[config.mk]
export PLATFORM = sky130hd
export DESIGN_NAME = mf_pair_unit
export DESIGN_NICKNAME = d
export VERILOG_FILES = /design/src/rtl/mfp_pkg.sv /design/src/rtl/mf_seg_locate.sv /design/src/rtl/mf_degree_calc.sv /design/src/rtl/mf_triple_rom.sv /design/src/rtl/mf_pair_unit.sv
export SDC_FILE = /design/constraint.sdc
export NUM_CORES = 1
export LEC_CHECK = 0
export ABC_AREA = 1
export BUFFER_PORTS_ARGS = -buffer_cell sky130_fd_sc_hd__buf_2
export CORE_MARGIN = 1.5
export CORE_UTILIZATION = 30
export CTS_CLUSTER_DIAMETER = 200
export CTS_CLUSTER_SIZE = 14
export DETAILED_ROUTE_END_ITERATION = 8
export GPL_ROUTABILITY_DRIVEN = 0
export PLACE_DENSITY = 0.46
export SYNTH_ARGS = -nofsm -noshare
export SYNTH_HDL_FRONTEND = slang
export SYNTH_SLANG_ARGS = --single-unit
[constraint.sdc]
create_clock -name clk -period 1.7 [get_ports clk]
set_clock_uncertainty 0.2 [all_clocks]
set_input_delay 0.17 -clock clk [delete_from_list [all_inputs] [get_ports clk]]
set_output_delay 0.17 -clock clk [all_outputs]
set_load 0.1 [all_outputs]
[src/rtl/mfp_pkg.sv]
`timescale 1ns/1ps
package mfp_pkg;

  // start code of falling segment k
  function automatic int unsigned seg_start(input int unsigned k, input int unsigned step,
                                            input int unsigned lead);
    return lead + k * step;
  endfunction

  function automatic int unsigned ceil_div(input int unsigned a, input int unsigned b);
    return (a + b - 1) / b;
  endfunction

  // last segment whose start lies at or below x; 0 below the first one
  function automatic int unsigned seg_label(input int unsigned x, input int unsigned nseg,
                                            input int unsigned step, input int unsigned lead);
    int unsigned lab;
    lab = 0;
    for (int unsigned k = 0; k < nseg; k++)
      if (x >= seg_start(k, step, lead)) lab = k;
    return lab;
  endfunction

  // falling degree, clipped to zero
  function automatic int unsigned sat_degree(input int unsigned full, input int unsigned slope,
                                             input int unsigned offs);
    int unsigned p;
    p = slope * offs;
    return (p >= full) ? 0 : full - p;
  endfunction

endpackage

[src/rtl/mf_seg_locate.sv]
`timescale 1ns/1ps
module mf_seg_locate #(
  parameter int unsigned IN_W  = 8,
  parameter int unsigned N_SEG = 4,
  parameter int unsigned LBL_W = 2,
  parameter int unsigned STEP  = 51,
  parameter int unsigned LEAD  = 25
) (
  input  logic [IN_W-1:0]  x,
  output logic [LBL_W-1:0] label,
  output logic [IN_W-1:0]  offset
);
  logic [IN_W-1:0]  base [N_SEG];
  logic [N_SEG-1:0] past;

  for (genvar k = 0; k < N_SEG; k++) begin : g_seg
    assign base[k] = IN_W'(mfp_pkg::seg_start(k, STEP, LEAD));
    assign past[k] = (x >= base[k]);
  end

  // starts are ascending, so the last hit is the largest index
  always_comb begin
    label  = '0;
    offset = '0;
    for (int k = 0; k < N_SEG; k++) begin
      if (past[k]) begin
        label  = LBL_W'(k);
        offset = x - base[k];
      end
    end
  end
endmodule

[src/rtl/mf_degree_calc.sv]
`timescale 1ns/1ps
module mf_degree_calc #(
  parameter int unsigned IN_W    = 8,
  parameter int unsigned DEG_W   = 8,
  parameter int unsigned SLOPE_W = 8,
  parameter int unsigned SLOPE   = 7
) (
  input  logic [IN_W-1:0]  offset,
  output logic [DEG_W-1:0] deg1,
  output logic [DEG_W-1:0] deg2
);
  localparam int unsigned PW   = IN_W + SLOPE_W;
  localparam int unsigned FULL = (1 << DEG_W) - 1;
  localparam logic [SLOPE_W-1:0] M = SLOPE_W'(SLOPE);

  logic [PW-1:0] prod;
  assign prod = PW'(offset) * PW'(M);
  assign deg1 = (prod >= PW'(FULL)) ? '0 : DEG_W'(PW'(FULL) - prod);
  assign deg2 = DEG_W'(FULL) - deg1;
endmodule

[src/rtl/mf_triple_rom.sv]
`timescale 1ns/1ps
module mf_triple_rom #(
  parameter int unsigned IN_W  = 8,
  parameter int unsigned DEG_W = 8,
  parameter int unsigned LBL_W = 2,
  parameter int unsigned N_SEG = 4,
  parameter int unsigned STEP  = 51,
  parameter int unsigned LEAD  = 25,
  parameter int unsigned SLOPE = 7
) (
  input  logic [IN_W-1:0]  addr,
  output logic [LBL_W-1:0] label,
  output logic [DEG_W-1:0] deg1,
  output logic [DEG_W-1:0] deg2
);
  localparam int unsigned DEPTH = 1 << IN_W;
  localparam int unsigned WW    = LBL_W + 2 * DEG_W;
  localparam int unsigned FULL  = (1 << DEG_W) - 1;

  logic [WW-1:0] tbl [DEPTH];

  for (genvar a = 0; a < DEPTH; a++) begin : g_ent
    localparam int unsigned LB  = mfp_pkg::seg_label(a, N_SEG, STEP, LEAD);
    localparam int unsigned OFS = (a >= LEAD) ? a - mfp_pkg::seg_start(LB, STEP, LEAD) : 0;
    localparam int unsigned D1  = mfp_pkg::sat_degree(FULL, SLOPE, OFS);
    assign tbl[a] = {LBL_W'(LB), DEG_W'(D1), DEG_W'(FULL - D1)};
  end

  assign {label, deg1, deg2} = tbl[addr];
endmodule

[src/rtl/mf_pair_unit.sv]
`timescale 1ns/1ps
module mf_pair_unit #(
  parameter int unsigned IN_W    = 8,
  parameter int unsigned DEG_W   = 8,
  parameter int unsigned SLOPE_W = 8,
  parameter int unsigned N_MF    = 5,
  parameter int unsigned PLATEAU = 11,
  parameter bit          USE_MEM = 1'b0,
  localparam int unsigned N_SEG  = N_MF - 1,
  localparam int unsigned LBL_W  = (N_SEG > 1) ? $clog2(N_SEG) : 1
) (
  input  logic             clk,
  input  logic             rst_n,
  input  logic             in_valid,
  output logic             in_ready,
  input  logic [IN_W-1:0]  in_x,
  output logic             out_valid,
  input  logic             out_ready,
  output logic [LBL_W-1:0] out_label,
  output logic [DEG_W-1:0] out_deg1,
  output logic [DEG_W-1:0] out_deg2
);
  localparam int unsigned FULL       = (1 << DEG_W) - 1;
  localparam int unsigned STEP       = (1 << IN_W) / N_MF;
  localparam int unsigned LEAD       = STEP / 2;
  localparam int unsigned FALL_W     = STEP - PLATEAU;
  localparam int unsigned SLOPE      = mfp_pkg::ceil_div(FULL, FALL_W);
  localparam bit          SLOPE_FITS = SLOPE < (1 << SLOPE_W);
  localparam bit          MEM_MODE   = USE_MEM || !SLOPE_FITS;

  logic             acc_fire;
  logic [LBL_W-1:0] nx_label;
  logic [DEG_W-1:0] nx_d1;
  logic [DEG_W-1:0] nx_d2;

  if (MEM_MODE) begin : g_mem
    mf_triple_rom #(
      .IN_W(IN_W), .DEG_W(DEG_W), .LBL_W(LBL_W), .N_SEG(N_SEG),
      .STEP(STEP), .LEAD(LEAD), .SLOPE(SLOPE)
    ) u_rom (
      .addr(in_x), .label(nx_label), .deg1(nx_d1), .deg2(nx_d2)
    );
  end else begin : g_arith
    logic [IN_W-1:0] seg_off;
    mf_seg_locate #(
      .IN_W(IN_W), .N_SEG(N_SEG), .LBL_W(LBL_W), .STEP(STEP), .LEAD(LEAD)
    ) u_loc (
      .x(in_x), .label(nx_label), .offset(seg_off)
    );
    mf_degree_calc #(
      .IN_W(IN_W), .DEG_W(DEG_W), .SLOPE_W(SLOPE_W), .SLOPE(SLOPE)
    ) u_deg (
      .offset(seg_off), .deg1(nx_d1), .deg2(nx_d2)
    );
  end

  assign in_ready = !out_valid || out_ready;
  assign acc_fire = in_valid && in_ready;

  always_ff @(posedge clk or negedge rst_n) begin
    if (!rst_n) begin
      out_valid <= 1'b0;
      out_label <= '0;
      out_deg1  <= '0;
      out_deg2  <= '0;
    end else begin
      if (acc_fire) begin
        out_valid <= 1'b1;
        out_label <= nx_label;
        out_deg1  <= nx_d1;
        out_deg2  <= nx_d2;
      end else if (out_ready) begin
        out_valid <= 1'b0;
      end
    end
  end
endmodule

; Word level (Yosys, flattened, before mapping)
; Cells that the tools add are included.
[word_totals]
in_bits = 12
out_inout_bits = 20
reg_bits = 19
wordCells = 30
[op_classes]
magnitude_cmp = 5
addsub = 6
mux = 10
n_mul = 1
reduce_logical = 4
[op_table]
columns = operator, n
row1 = two-way mux 8 bit, 5
row2 = >= comparator 8 x 7 -> 1 bit (second input constant), 2
row3 = subtractor 8 x 7 -> 8 bit (second input constant), 2
row4 = subtractor 8 bit (first input constant), 2
row5 = >= comparator 11 x 8 -> 1 bit (second input constant), 1
row6 = multiplier 8 x 3 -> 11 bit (second input constant), 1
row7 = >= comparator 8 x 5 -> 1 bit (second input constant), 1
row8 = >= comparator 8 bit (second input constant), 1
row9 = subtractor 8 x 5 -> 8 bit (second input constant), 1
row10 = subtractor 8 bit (second input constant), 1
row11 = two-way mux 2 bit, 2
row12 = two-way mux 1 bit, 3
row13 = nonzero test 2 bit, 1
row14 = logical AND 1 bit, 1
row15 = logical NOT 1 bit, 1
row16 = logical OR 1 bit, 1

; Depth between registers and ports, before layout
; Gate-level depths: netlist (run 1).
[logic_depth]
depth_word = 9
mapped_depth = 34
ltp_nobuf = 32

; By module
; A second synthesis (run 1) with hierarchy kept.
[unflattened]
hier_cells = 323
area_unflattened_um2 = 2378.5
[by_module_without_submodules]
columns = mod, instances, seq_area_each_um2, cells_per_inst, area_per_inst_um2
row1 = mf_seg_locate, 1, 0.0, 153, 932.1
row2 = mf_pair_unit, 1, 475.5, 82, 812.0
row3 = mf_degree_calc, 1, 0.0, 88, 634.4

; Worst setup path after synthesis (run 1)
; OpenSTA, ideal clock, no wires.
[synth_path]
path_kind = input to register
from = input port in_x[2]
to = register out_deg2[3]
setup_slack_ns = -1.979
path_buffers = 1
setup_ns = 0.120
t_required_ns = 1.380
path_stages = 23
arrival_time_ns = 3.359
cell_sequence = inv_1 ha_1 nand2_1 nand2_2 nand2_2 nand2_2 nand2_2 nand2_2 inv_2 o31ai_1 fa_1 ha_1 inv_1 nor2_1 a21oi_1 nand3b_1 nand2_1 nand3_1 nor2_2 buf_4 nand3_2 nand2_1 nand2_1
[synth_via]
elab_chain_cells = 9
word_cells_on_any_way = 17
cone_classes = add/sub (6) / mul (1) / order compare (5) / mux (5)
[synth_lines]
columns = item, line_no
row1 = start: declaration, mf_pair_unit.sv:16  ; input logic [IN_W-1:0] in_x,
row2 = subtractor 8 x 5 -> 8 bit / >= comparator 8 x 5 -> 1 bit (equally long branches), "mf_seg_locate.sv:28, mf_seg_locate.sv:18"
row3 = two-way mux 8 bit (3 in series), mf_seg_locate.sv:26  ; if (past[k]) begin
row4 = two-way mux 8 bit *, mf_seg_locate.sv:26
row5 = multiplier 8 x 3 -> 11 bit *, mf_degree_calc.sv:17  ; assign prod = PW'(offset) * PW'(M);
row6 = >= comparator 11 x 8 -> 1 bit / subtractor 8 bit (equally long branches), mf_degree_calc.sv:18  ; assign deg1 = (prod >= PW'(FULL)) ? '0 : DEG_W'(PW'(FULL) - prod);
row7 = two-way mux 8 bit *, mf_degree_calc.sv:18
row8 = subtractor 8 bit *, mf_degree_calc.sv:19  ; assign deg2 = DEG_W'(FULL) - deg1;
row9 = end signal: assignment, mf_pair_unit.sv:71  ; out_deg2 <= nx_d2;
row10 = end: declaration, mf_pair_unit.sv:21  ; output logic [DEG_W-1:0] out_deg2
; Mark *: on every way between the ends. The rest lies on a longest branch, timed or not.
; A chain may end at the register's enable or synchronous reset.

; Worst setup path in the final report (run 1)
[layout_path]
from = input port in_x[2]
to = register out_deg2[5]
; The elaborated chain is that of the path after synthesis.

==> impl_metrics.env, run 1 <==
export IMPL_status="complete, but fails checks"
export IMPL_violations="negative setup slack"
export IMPL_worstHoldPathCells=4
export IMPL_wl_mm=6.74
export IMPL_ys_types=38
export IMPL_crit_fanout=7
export IMPL_core_area_um2=7370
export IMPL_synth_most_common_cell="nand2_1"
export IMPL_path_clk_slew_ns=0.07
export IMPL_fp_dieW_um=91.1
export IMPL_crit_arrival_ns=3.57
export IMPL_ys_seq_area_share_pct=20.4
export IMPL_fin_tns_setup_ns=-30.39
export IMPL_vias_per_cell=4.56
export IMPL_setup_viol=16
export IMPL_r2r_cells=5
export IMPL_root_buffer="clkbuf_8"
export IMPL_via_count=2606
export IMPL_syn_area_um2=2330
export IMPL_layout_nets=516
export IMPL_cap_viol_max_count=0
export IMPL_row_count=31
export IMPL_gr_usage_all_layers_pct=16.6
export IMPL_synth_area_leaders="dfrtp_1 (20%), nand2_1 (20%), ha_1 (13%)"
export IMPL_ant_nets=0
export IMPL_cts_made_buffers=3
export IMPL_setup_slack_ns=-1.92
export IMPL_final_min_clock_period_ns=3.62
export IMPL_cts_max_level=1
export IMPL_first_iter_violations=145
export IMPL_n_fill_cell=755
export IMPL_dominantRegCellSynth="dfrtp_1"
export IMPL_hold_class="in -> reg"
export IMPL_numPortBuffers=31
export IMPL_slew_headroom_pct=67.3
export IMPL_ys_warn_count=0
export IMPL_tightest_slew_ns=0.494
export IMPL_die_h_um=91.1
export IMPL_clock_tree_buffer_depth=2
export IMPL_peakVddDrop_mv=0.440
export IMPL_dp_hpwl_mm=5.38
export IMPL_p_per_area_nw_per_um2=1280
export IMPL_slew_viol_final=0
export IMPL_grt_pass1_wl_mm=11.5
export IMPL_gr_total_overflow=0
export IMPL_rsz0062_at_grt="true"
export IMPL_end_kind="register"
export IMPL_start_util_pct=31.6
export IMPL_fmax_mhz=276
export IMPL_async_flop_share_pct=100
export IMPL_synth_top_area_cell="dfrtp_1"
export IMPL_grt_max_degree=20
export IMPL_worstSkewPairLatency_ns=0.25
export IMPL_dp_slack_ns=-2.33
export IMPL_io_pins=32
export IMPL_avgRoutedWirePerCell_um=11.8
export IMPL_worstSetupPathType="in -> reg"
export IMPL_grt_pass1_vias=2531
export IMPL_startpoint_type="input pin"
export IMPL_synth_top_area_share_pct=20.4
export IMPL_hold_viol_final=0
export IMPL_antenna_found_initial=0
export IMPL_fin_crit_sh_pct=213
export IMPL_antenna_cells=0
export IMPL_drc=0
export IMPL_synthCells=352
export IMPL_dr_pass1_iters=4
export IMPL_synth_edf_count=0
export IMPL_drive_gt1_share_pct=46.9
export IMPL_synthTopCellsByCount="nand2_1 (123), inv_1 (36), ha_1 (25), nand3_1 (25), nor2_1 (21)"
export IMPL_die_area_um2=8300
export IMPL_required_ns=1.65
export IMPL_leakage_nw=1.96
export IMPL_cts_tree="done"
export IMPL_avgSynthCellArea_um2=6.62
export IMPL_syn2layout_area_growth_pct=59.2
export IMPL_ys_seq_elements=19
export IMPL_clock_sinks=19
export IMPL_synth_fp_nets=394
where the power goes:
group,internal [mW],leakage [nW],switching [mW]
clock network,0.163,0.0255,0.149
registers,0.591,0.231,0.0696
logic,1.34,1.70,2.44
flip-flops by register name, indices dropped and copies added (netlist names):
name       cells
out_deg1       8
out_label      2
out_deg2       8
out_valid      1
worst paths after layout:
check                                 start          end  slack [ns]
worst max-delay path                in_x[2]  out_deg2[5]       -1.92
worst min-delay path              out_ready    out_valid        0.04
worst max register to register    out_valid  out_deg1[1]        0.14
worst min register to register  out_deg2[4]  out_deg2[4]        0.27
max in group asynchronous             rst_n    out_valid        0.80
min in group asynchronous             rst_n  out_deg2[0]        0.17
kinds of logic after synthesis:
group,share of synthesized area (%)
buffers and inverters,10.0
XOR/XNOR,1.88
AO/OA/AOI/OAI,8.38
adder cells (fa/ha/maj),17.7
flip-flops,20.4
AND/OR/NAND/NOR,41.5
layout make-up:
| type | instances | area, um2 | share of cell area [%] |
|---|---|---|---|
| flip-flops and latches | 19 | 479 | 12.9 |
| clock inverters | 1 | 5.00 | 0.135 |
| well taps | 99 | 124 | 3.34 |
| clock buffers | 3 | 41.3 | 1.11 |
| repair buffers | 124 | 936 | 25.2 |
| inverters | 47 | 189 | 5.10 |
| multi-input cells | 279 | 1930 | 52.1 |
worst max-delay path: stages:
cell,delay (ns)
buf_8,0.08
clkinvlp_4,0.18
ha_4,0.22
nand2_4,0.05
nand2_4,0.05
nand2_2,0.07
nand2_2,0.05
nand2_2,0.09
nand2_4,0.07
buf_6,0.13
a21oi_2,0.09
nand3_1,0.08
nand2_2,0.09
inv_2,0.05
fa_2,0.47
ha_4,0.19
fa_2,0.41
nand3_2,0.12
nand3_2,0.09
nand3_2,0.09
nor2_2,0.04
nand2_1,0.07
nand2_2,0.07
nor2_4,0.20
buf_12,0.15
nand3_2,0.07
nand2_1,0.07
nand2_1,0.05
cell usage in the layout, fill, tap and decap left out, drive strengths merged, types with 4 or more instances in the layout:
| cell | synthesis | final |
|---|---|---|
| clkbuf | 2 | 4 |
| nand2 | 139 | 139 |
| nand3 | 29 | 29 |
| fa | 5 | 5 |
| o21ai | 10 | 10 |
| xor2 | 4 | 4 |
| a21oi | 14 | 14 |
| ha | 25 | 25 |
| nor2 | 25 | 25 |
| dfrtp | 19 | 19 |
| buf | 5 | 122 |
| nand4 | 9 | 9 |
| inv | 46 | 45 |
what timing repair did:
action	CTS	global route
hold buffers	1	0
hold endpoints to repair	19	0
setup buffers	10	6
pin swaps	11	34
setup endpoints to repair	16	16
resized for setup	12	45
cloned	0	1
layer usage:
metal | part of all wire [%] | GRT usage [%] | up-vias
met2 | 44 | 26.6 | 40
met3 | 2.7 | 1.42 | 6
li1 | - | - | 1369
met1 | 52 | 24.2 | 1191
met4 | 0.96 | 3.52 | 0
met5 | 0 | 0 | -
metrics by stage:
stage / std cells / hold WS (ns) / area (um2) / util, % / total power, mW
finish: 572 / 0.0362 / 3710 / 50.3 / 4.76
global placement: 551 / -0.0686 / 3270 / 44.4 / 3.94
floorplan: 352 / -0.326 / 2450 / - / 3.00
CTS: 565 / 0.0418 / 3440 / 46.7 / 4.33
global route: 572 / 0.0536 / 3710 / 50.3 / 5.13
detailed placement: 551 / -0.0694 / 3270 / 44.4 / 3.95
(Power assumes the default switching activity.)
==> run 2: changes to the inputs <==
--- a/config.mk
+++ b/config.mk
@@ -13,7 +13,7 @@
 export CTS_CLUSTER_SIZE = 14
 export DETAILED_ROUTE_END_ITERATION = 8
 export GPL_ROUTABILITY_DRIVEN = 0
-export PLACE_DENSITY = 0.46
+export PLACE_DENSITY_LB_ADDON = 0.05
 export SYNTH_ARGS = -nofsm -noshare
 export SYNTH_HDL_FRONTEND = slang
 export SYNTH_SLANG_ARGS = --single-unit
==> impl_metrics.env, run 2 (synthesis gave the netlist of run 1 again) <==
export IMPL_status="complete, but fails checks"
export IMPL_violations="negative setup slack"
export IMPL_dp_hpwl_mm=5.57
export IMPL_fin_tns_setup_ns=-30.59
export IMPL_numPortBuffers=31
export IMPL_die_area_um2=8300
export IMPL_end_kind="register"
export IMPL_syn2layout_area_growth_pct=57.5
export IMPL_path_clk_slew_ns=0.07
export IMPL_grt_max_degree=20
export IMPL_cts_made_buffers=3
export IMPL_setup_slack_ns=-1.94
export IMPL_drc=0
export IMPL_gr_total_overflow=0
export IMPL_worstSkewPairLatency_ns=0.26
export IMPL_hp_start="in_valid"
export IMPL_drive_gt1_share_pct=44.8
export IMPL_avgRoutedWirePerCell_um=11.9
export IMPL_hold_viol_final=0
export IMPL_reg_top3="out_deg1 (8), out_deg2 (8), out_label (2)"
export IMPL_start_util_pct=31.6
export IMPL_leakage_nw=1.94
export IMPL_crit_arrival_ns=3.59
export IMPL_cts_tree="done"
export IMPL_clock_tree_buffer_depth=2
export IMPL_r2r_end="out_deg1[6]"
export IMPL_worstHoldPathCells=3
export IMPL_startpoint_type="input pin"
export IMPL_grt_pass1_vias=2463
export IMPL_r2r_cells=5
export IMPL_rrSetupSlack_ns=0.28
export IMPL_fin_crit_sh_pct=214
export IMPL_die_h_um=91.1
export IMPL_hold_end="out_valid"
export IMPL_worstSetupPathType="in -> reg"
export IMPL_crit_fanout=14
export IMPL_antenna_found_initial=0
export IMPL_core_area_um2=7370
export IMPL_p_per_area_nw_per_um2=1240
export IMPL_final_min_clock_period_ns=3.64
export IMPL_via_count=2580
export IMPL_tightest_slew_ns=0.493
export IMPL_grt_pass1_wl_mm=11.6
export IMPL_slew_viol_final=0
export IMPL_dr_pass1_iters=4
export IMPL_layout_nets=516
export IMPL_cap_viol_max_count=0
export IMPL_first_iter_violations=107
export IMPL_vias_per_cell=4.51
export IMPL_row_count=31
export IMPL_layout_commonest_cell="nand2_1"
export IMPL_wl_mm=6.82
export IMPL_cts_max_level=1
export IMPL_root_buffer="clkbuf_8"
export IMPL_r2r_start="out_valid"
export IMPL_clock_sinks=19
export IMPL_peakVddDrop_mv=0.355
export IMPL_required_ns=1.65
export IMPL_ant_nets=0
export IMPL_hold_class="in -> reg"
export IMPL_fmax_mhz=275
export IMPL_io_pins=32
export IMPL_hold_slack_ns=0.00798
export IMPL_slew_headroom_pct=67.4
export IMPL_gr_usage_all_layers_pct=16.8
export IMPL_setup_viol=16
export IMPL_final_cell_mix="nand2_1 (107), buf_4 (88), inv_1 (32)"
export IMPL_rsz0062_at_grt="true"
export IMPL_antenna_cells=0
export IMPL_final_core_utilization_pct=49.8
export IMPL_fp_dieW_um=91.1
[run 2: repair_timing]
item | 4_1_cts | 5_1_grt
endpoints found under the setup margin | 16 | 16
setup buffers | 5 | 4
hold buffers | 1 | 0
pin swaps | 23 | 10
cloned | 0 | 1
hold endpoints to repair | 19 | 0
resized for setup | 19 | 26
[run 2: area by class of cell]
type / instances / area, um2
Clock inverter: 1 / 5.00
Clock buffer: 3 / 41.3
Multi-Input combinational cell: 280 / 1930
Tap cell: 99 / 124
Sequential cell: 19 / 479
Timing Repair Buffer: 123 / 896
Inverter: 47 / 189
Fill cell: 777 / 3700
[run 2: layer usage]
metal / global-route usage (%) / vias to the layer above / part of all wire (%)
met5: 0 / - / 0
met4: 3.78 / 0 / 0.84
met2: 29.2 / 43 / 47
met1: 23.0 / 1158 / 50
li1: - / 1374 / -
met3: 0.754 / 5 / 2.4
[run 2: worst max-delay path, stage by stage]
cell and delay (ns):
buf_8 0.07, clkinvlp_4 0.19, ha_4 0.23, nand2_2 0.06, nand2_2 0.06, nand2_2 0.07, nand2_2 0.05, nand2_2 0.08
nand2_4 0.07, inv_2 0.11, buf_4 0.15, nand2_2 0.05, nand2_2 0.07, nand2_4 0.05, fa_1 0.52, ha_4 0.20
fa_2 0.58, nand2_1 0.05, nor2_1 0.11, nand3_1 0.07, nor2_1 0.09, nand2_1 0.07, nand2_2 0.07, nor2_4 0.04
buf_12 0.14, nand4_1 0.09, nand2_1 0.06
[run 2: where the power goes]
group,internal [mW],switching [mW]
combinational,1.23,2.34
sequential,0.591,0.0694
clock,0.163,0.151
[run 2: how the worst max path moves through the flow]
stage,startpoint,endpoint,slack (ns),depth (start not counted)
final,in_x[2],out_deg1[6],-1.94,27
after global routing,in_x[2],out_deg2[1],-2.14,28
after CTS,in_x[1],out_deg1[6],-1.87,24
after detailed placement,in_x[2],out_deg2[2],-2.36,27
after global placement,in_x[2],out_deg1[7],-2.34,25
after floorplan,in_x[2],out_deg1[4],-1.80,26
[run 2: metrics by stage]
stage                     total power, mW  std cells  worst slack (ns)  cell area (um2)
after floorplan                      3.00        352             -1.80             2450
after global placement               3.97        558             -2.34             3330
after detailed placement             3.97        558             -2.36             3330
after CTS                            4.43        567             -1.87             3510
after global routing                 4.90        572             -2.14             3670
final                                4.55        572             -1.94             3670
